**src/rtl/sdcmd_pkg.sv**
```systemverilog
package sdcmd_pkg;

  typedef enum logic [2:0] {
    CMD_NOP = 3'd0,
    CMD_ACT = 3'd1,
    CMD_RD  = 3'd2,
    CMD_WR  = 3'd3,
    CMD_PRE = 3'd4,
    CMD_REF = 3'd5,
    CMD_LMR = 3'd6
  } cmd_e;

  localparam int STROBE_W = 6;

  // strobe bit positions
  localparam int SB_ACT = 0;
  localparam int SB_RD  = 1;
  localparam int SB_WR  = 2;
  localparam int SB_PRE = 3;
  localparam int SB_REF = 4;
  localparam int SB_LMR = 5;

  function automatic logic [STROBE_W-1:0] cmd_to_strobe(input cmd_e c);
    logic [STROBE_W-1:0] s;
    s = '0;
    unique case (c)
      CMD_ACT: s[SB_ACT] = 1'b1;
      CMD_RD:  s[SB_RD]  = 1'b1;
      CMD_WR:  s[SB_WR]  = 1'b1;
      CMD_PRE: s[SB_PRE] = 1'b1;
      CMD_REF: s[SB_REF] = 1'b1;
      CMD_LMR: s[SB_LMR] = 1'b1;
      default: s = '0;
    endcase
    return s;
  endfunction

endpackage

```
**src/rtl/sdcmd_decode.sv**
```systemverilog
module sdcmd_decode
  import sdcmd_pkg::*;
(
  input  logic cke,
  input  logic cs_n,
  input  logic ras_n,
  input  logic cas_n,
  input  logic we_n,
  output cmd_e cmd
);

  always_comb begin
    cmd = CMD_NOP;
    if (cke && !cs_n) begin
      unique case ({ras_n, cas_n, we_n})
        3'b011:  cmd = CMD_ACT;
        3'b101:  cmd = CMD_RD;
        3'b100:  cmd = CMD_WR;
        3'b010:  cmd = CMD_PRE;
        3'b001:  cmd = CMD_REF;
        3'b000:  cmd = CMD_LMR;
        default: cmd = CMD_NOP;
      endcase
    end
  end

endmodule

```
**src/rtl/sdcmd_rule_check.sv**
```systemverilog
module sdcmd_rule_check
  import sdcmd_pkg::*;
#(
  parameter int BANK_W = 2,
  localparam int BANKS = 1 << BANK_W
) (
  input  cmd_e              cmd,
  input  logic [BANK_W-1:0] bank,
  input  logic              ap_flag,
  input  logic [BANKS-1:0]  open_vec,
  input  logic              mode_loaded,
  output logic              err,
  output logic              act_ok,
  output logic [BANKS-1:0]  close_mask
);

  logic [BANKS-1:0] bank_sel;
  logic             tgt_open;
  logic             is_col;

  always_comb begin
    bank_sel = '0;
    bank_sel[bank] = 1'b1;
  end

  assign tgt_open = open_vec[bank];
  assign is_col   = (cmd == CMD_RD) || (cmd == CMD_WR);

  always_comb begin
    err        = 1'b0;
    act_ok     = 1'b0;
    close_mask = '0;
    if (cmd == CMD_ACT) begin
      if (!mode_loaded || tgt_open) err = 1'b1;
      else                          act_ok = 1'b1;
    end
    if (is_col) begin
      if (!tgt_open)    err = 1'b1;
      else if (ap_flag) close_mask = bank_sel;
    end
    if (cmd == CMD_PRE) begin
      close_mask = ap_flag ? {BANKS{1'b1}} : bank_sel;
    end
  end

endmodule

```
**src/rtl/sdcmd_bank_tracker.sv**
```systemverilog
module sdcmd_bank_tracker #(
  parameter int BANK_W = 2,
  parameter int ROW_W  = 13,
  localparam int BANKS = 1 << BANK_W
) (
  input  logic                        clk,
  input  logic                        rst,
  input  logic                        act_en,
  input  logic [BANK_W-1:0]           act_bank,
  input  logic [ROW_W-1:0]            act_row,
  input  logic [BANKS-1:0]            close_mask,
  output logic [BANKS-1:0]            open_vec,
  output logic [BANKS-1:0][ROW_W-1:0] row_tab
);

  for (genvar b = 0; b < BANKS; b++) begin : g_bank
    logic hit;
    assign hit = act_en && (act_bank == BANK_W'(b));

    always_ff @(posedge clk) begin
      if (rst) begin
        open_vec[b] <= 1'b0;
      end else if (hit) begin
        open_vec[b] <= 1'b1;
      end else if (close_mask[b]) begin
        open_vec[b] <= 1'b0;
      end
    end

    // row storage needs no reset: it is only read while the open bit is set
    always_ff @(posedge clk) begin
      if (hit) row_tab[b] <= act_row;
    end
  end

endmodule

```
**src/rtl/sdram_cmd_tracker.sv**
```systemverilog
module sdram_cmd_tracker
  import sdcmd_pkg::*;
#(
  parameter int BANK_W = 2,
  parameter int ADDR_W = 13,
  parameter int COL_W  = 11,
  parameter int AP_BIT = 10,
  localparam int BANKS = 1 << BANK_W
) (
  input  logic                clk,
  input  logic                rst,
  input  logic                cke,
  input  logic                cs_n,
  input  logic                ras_n,
  input  logic                cas_n,
  input  logic                we_n,
  input  logic [BANK_W-1:0]   ba,
  input  logic [ADDR_W-1:0]   addr,
  output logic [STROBE_W-1:0] cmd_strobe,
  output logic [BANK_W-1:0]   cmd_bank,
  output logic [ADDR_W-1:0]   cmd_row,
  output logic [COL_W-1:0]    cmd_col,
  output logic                cmd_autopre,
  output logic                proto_err,
  output logic [BANKS-1:0]    bank_open
);

  cmd_e                        cmd;
  logic                        err, act_ok, ap_flag, mode_loaded, is_col;
  logic [BANKS-1:0]            close_mask;
  logic [BANKS-1:0][ADDR_W-1:0] row_tab;
  logic [COL_W-1:0]            col_w;

  assign ap_flag = addr[AP_BIT];
  assign is_col  = (cmd == CMD_RD) || (cmd == CMD_WR);

  // column bits skip over the auto-precharge position
  for (genvar i = 0; i < COL_W; i++) begin : g_col
    if (i < AP_BIT) begin : g_lo
      assign col_w[i] = addr[i];
    end else begin : g_hi
      assign col_w[i] = addr[i+1];
    end
  end

  sdcmd_decode u_dec (
    .cke   (cke),
    .cs_n  (cs_n),
    .ras_n (ras_n),
    .cas_n (cas_n),
    .we_n  (we_n),
    .cmd   (cmd)
  );

  sdcmd_rule_check #(.BANK_W(BANK_W)) u_rule (
    .cmd         (cmd),
    .bank        (ba),
    .ap_flag     (ap_flag),
    .open_vec    (bank_open),
    .mode_loaded (mode_loaded),
    .err         (err),
    .act_ok      (act_ok),
    .close_mask  (close_mask)
  );

  sdcmd_bank_tracker #(.BANK_W(BANK_W), .ROW_W(ADDR_W)) u_banks (
    .clk        (clk),
    .rst        (rst),
    .act_en     (act_ok),
    .act_bank   (ba),
    .act_row    (addr),
    .close_mask (close_mask),
    .open_vec   (bank_open),
    .row_tab    (row_tab)
  );

  always_ff @(posedge clk) begin
    if (rst) mode_loaded <= 1'b0;
    else if (cmd == CMD_LMR) mode_loaded <= 1'b1;
  end

  always_ff @(posedge clk) begin
    if (rst) begin
      cmd_strobe  <= '0;
      cmd_bank    <= '0;
      cmd_row     <= '0;
      cmd_col     <= '0;
      cmd_autopre <= 1'b0;
      proto_err   <= 1'b0;
    end else begin
      cmd_strobe  <= cmd_to_strobe(cmd);
      proto_err   <= err;
      cmd_bank    <= (cmd == CMD_ACT || is_col || cmd == CMD_PRE) ? ba : '0;
      cmd_col     <= is_col ? col_w : '0;
      cmd_autopre <= is_col && ap_flag;
      if (cmd == CMD_ACT)                  cmd_row <= addr;
      else if (is_col && bank_open[ba])    cmd_row <= row_tab[ba];
      else                                 cmd_row <= '0;
    end
  end

endmodule

```
**config.mk**
```make
export PLATFORM = sky130hd
export DESIGN_NAME = sdram_cmd_tracker
export DESIGN_NICKNAME = d
export VERILOG_FILES = /design/src/rtl/sdcmd_pkg.sv /design/src/rtl/sdcmd_decode.sv /design/src/rtl/sdcmd_rule_check.sv /design/src/rtl/sdcmd_bank_tracker.sv /design/src/rtl/sdram_cmd_tracker.sv
export SDC_FILE = /design/constraint.sdc
export NUM_CORES = 1
export LEC_CHECK = 0
export BUFFER_PORTS_ARGS = -buffer_cell sky130_fd_sc_hd__buf_4
export CELL_PAD_IN_SITES_DETAIL_PLACEMENT = 0
export CELL_PAD_IN_SITES_GLOBAL_PLACEMENT = 2
export CORE_MARGIN = 2
export CORE_UTILIZATION = 44
export CTS_BUF_LIST = sky130_fd_sc_hd__clkbuf_2 sky130_fd_sc_hd__clkbuf_4 sky130_fd_sc_hd__clkbuf_8
export DETAILED_ROUTE_END_ITERATION = 12
export PLACE_DENSITY = 0.89
export RECOVER_POWER = 100
export SYNTH_ARGS = -nofsm -noshare
export SYNTH_HDL_FRONTEND = slang
export SYNTH_SLANG_ARGS = --single-unit
```
**constraint.sdc**
```tcl
create_clock -name clk -period 4.5 [get_ports clk]
set_clock_uncertainty 0.05 [all_clocks]
set_input_delay 0.45 -clock clk [delete_from_list [all_inputs] [get_ports clk]]
set_output_delay 0.45 -clock clk [all_outputs]
set_load 0.02 [all_outputs]
```
==> impl_metrics.py <==
metrics = {
    "outcome": {
        "status": "completed",
    },
    "sta": {
        "relSlewSlack_pct": 7.20,
        "tightestPinTransition_ns": 1.39,
        "drv_slew": 0,
        "fin_crit_ns": 3.27,
        "max_clock_freq_mhz": 306,
        "setup-tns-final_ns": 0,
        "rsz0062_at_grt": "no",
        "period_share_pct": 72.6,
        "final-hold-violation-count": 0,
        "setup_viol_count_final": 0,
    },
    "worst_hold_path": {
        "hold_class": "in -> reg",
    },
    "placed_design": {
        "place_hpwl_mm": 3.85,
        "place_congestion": 0.804,
        "dp_cells": 340,
        "port_buffers": 59,
    },
    "synthesis": {
        "seq_area_frac_synth_pct": 72.0,
        "syn_inst": 190,
        "ys_types": 30,
        "syn_nets": 212,
        "ys_ff_latch": 91,
        "yosysWarnings": 0,
        "synthesis.area_sq_mm": 0.00325,
        "avgSynthCellArea_sq_um": 17.1,
    },
    "die": {
        "die_h_microns": 90,
        "dieWidth_microns": 90,
        "initial_core_util_pct": 45.1,
        "fp-row-count": 31,
        "die-area_sq_mm": 0.00810,
        "core_sq_mm": 0.00721,
        "top_level_ports": 60,
    },
    "layout": {
        "syn2layout_area_growth_pct": 17.1,
        "fin_cells": 356,
        "nets": 274,
        "num-fill-cells": 652,
        "drive_above_1_share_pct": 16.3,
        "antenna_cells": 0,
    },
    "drt": {
        "wl_mm": 6.07,
        "drc": 0,
        "postRouteAntennaNets": 0,
        "wl_per_cell_microns": 17.1,
        "dr.pass1.iters": 4,
        "drtIter0Drc": 104,
        "vias": 1840,
        "via_per_inst": 5.17,
    },
    "critical_path": {
        "cp.buffers_inverters": 1,
        "start_kind": "input pin",
        "cpMaxStageDelayCell": "nor3_2",
        "cp_cell_sequence": "clkbuf_1 -> mux4_2 -> nand2b_1 -> nor3_2",
        "path_class": "in -> reg",
        "crit_arrival_ns": 3.19,
        "cp_top_family": "simple AND/OR/NAND/NOR gates",
        "max_stage_delay_ns": 0.90,
        "path_max_fanout": 21,
        "required_ns": 4.42,
        "endpoint_kind": "flip-flop",
    },
    "pwr": {
        "leakage_uw": 0.00124,
        "power.density_mw_per_mm2": 404,
        "peakVddDrop_mv": 0.189,
    },
    "cts": {
        "htree_levels": 3,
        "clockRootBuffer": "clkbuf_8",
        "post_cts_buffers": 0,
        "clock_path_buffers": 2,
        "cts_buffers": 9,
        "hold_buffers": 0,
        "cts_tree": "yes",
        "clock_sinks": 91,
        "clk_latency_ns": 0.35,
        "path_clk_slew_ns": 0.09,
        "cts_resized": 0,
    },
    "grt": {
        "grt_max_degree": 22,
        "grt.overflow.total": 0,
        "grt_pass1_vias": 1860,
        "track_usage_pct": 15.9,
        "antenna_found_initial": 0,
        "grt_pass1_wl_mm": 9.76,
    },
    "flow_run": {
        "drv_cap": 0,
    },
}
[routing by layer]
| metal | global-route usage (%) | wire length [microns] | up-vias | share of wire, % |
|---|---|---|---|---|
| li1 | - | - | 862 | - |
| met1 | 22.3 | 2930 | 925 | 48 |
| met2 | 23.6 | 2800 | 43 | 46 |
| met3 | 4.53 | 262 | 10 | 4.3 |
| met4 | 6.15 | 88 | 0 | 1.4 |
| met5 | 0 | 0 | - | 0 |
[worst reg2reg max path, cell delays in order (launching register included)]
cell and delay (ns):
dfxtp_1 0.34, mux4_2 0.58, nand2b_1 0.32, nor3_2 0.90
[flip-flops by register name (all words and copies together), names as in the netlist]
| name | flops |
|---|---|
| cmd_col | 11 |
| cmd_strobe | 6 |
| mode_loaded | 1 |
| proto_err | 1 |
| u_banks.row_tab | 52 |
| cmd_autopre | 1 |
| cmd_row | 13 |
| cmd_bank | 2 |
| u_banks.open_vec | 4 |
[cell usage in the layout (no fill, tap or decap), types with 2 or more instances in the layout]
cell type / count
inv_1: 3
and2_0: 10
a22o_1: 13
clkinv_2: 2
nand2_1: 5
clkbuf_8: 9
nor4b_4: 2
nand4bb_1: 2
dfxtp_1: 39
edfxtp_1: 52
clkbuf_4: 2
bufinv_16: 2
buf_4: 6
nor3_2: 2
mux4_2: 14
o32ai_1: 4
or3_1: 2
nand2b_1: 7
clkbuf_1: 54
or3b_1: 2
nor2_1: 5
and2_1: 4
a221oi_1: 4
[stage by stage]
step           cell area (sq um)  total power (uW)  utilization, %  setup slack (ns)  hold WS, ns
2_1_floorplan               3250               935               -              1.83        0.427
3_3_place_gp                3810               970            52.8              1.61        0.461
3_5_place_dp                3810               971            52.8              1.50        0.437
4_1_cts                     4030              1560            55.8              1.88        0.225
5_1_grt                     3810              1600            52.8              1.08        0.223
6_report                    3810              1540            52.8              1.23        0.238
[power by group]
part | total, uW | internal [uW] | switching [uW]
registers | 880 | 880 | 0.864
clock network | 597 | 325 | 272
logic | 61.6 | 24.2 | 37.4
total | 1540 | 1230 | 310
[cell type report]
| type | instances | area (sq um) | share of cell area, % |
|---|---|---|---|
| Sequential cell | 91 | 2340 | 61.5 |
| Multi-Input combinational cell | 87 | 868 | 22.8 |
| Clock inverter | 5 | 78.8 | 2.07 |
| Timing Repair Buffer | 60 | 248 | 6.50 |
| Clock buffer | 11 | 139 | 3.64 |
| Inverter | 3 | 11.3 | 0.295 |
| Tap cell | 99 | 124 | 3.25 |
[path summary, 6_finish.rpt]
path / endpoint / depth (start not counted) / start / slack [ns]
min: cmd_strobe[2]$_SDFF_PP0_ / 2 / we_n / 0.24
min reg2reg: u_banks.open_vec[2]$_SDFFE_PP0P_ / 2 / u_banks.open_vec[2]$_SDFFE_PP0P_ / 0.45
max reg2reg: u_banks.row_tab[11]$_DFFE_PP_ / 3 / u_banks.open_vec[3]$_SDFFE_PP0P_ / 1.93
max: u_banks.row_tab[11]$_DFFE_PP_ / 4 / ba[1] / 1.23
[logic make-up (layout without fill, tap and decap cells)]
logic type | after synthesis | after routing | share of synthesized area, %
simple gates | 49 | 49 | 10.2
flops | 91 | 91 | 72.0
buf+inv | 12 | 79 | 1.85
mux | 14 | 14 | 9.69
compound gates | 24 | 24 | 6.31
[cells in the mapped netlist]
master | number | area share, %
and2_1 | 14 | 2.7
nor3_1 | 3 | 0.46
nor2_1 | 5 | 0.58
clkbuf_1 | 2 | 0.23
a21oi_1 | 1 | 0.15
nand2b_2 | 1 | 0.27
nand3b_1 | 1 | 0.23
nand3_1 | 1 | 0.15
or2b_1 | 1 | 0.23
o32ai_1 | 4 | 1.1
nand4bb_1 | 2 | 0.69
a22o_1 | 13 | 3.5
a221oi_1 | 4 | 1.1
a21o_1 | 1 | 0.23
mux4_2 | 14 | 9.7
buf_2 | 6 | 0.92
or2_2 | 1 | 0.19
inv_1 | 3 | 0.35
or2_1 | 1 | 0.19
nor4b_4 | 1 | 0.73
or3b_1 | 2 | 0.54
edfxtp_1 | 52 | 48
nor4b_2 | 2 | 0.92
dfxtp_1 | 39 | 24
or3_1 | 2 | 0.38
buf_6 | 1 | 0.35
nand2b_1 | 6 | 1.2
nor4_1 | 1 | 0.19
nand2_1 | 5 | 0.58
o2bb2ai_1 | 1 | 0.27
Note: power is estimated with default switching activity, not from simulation.
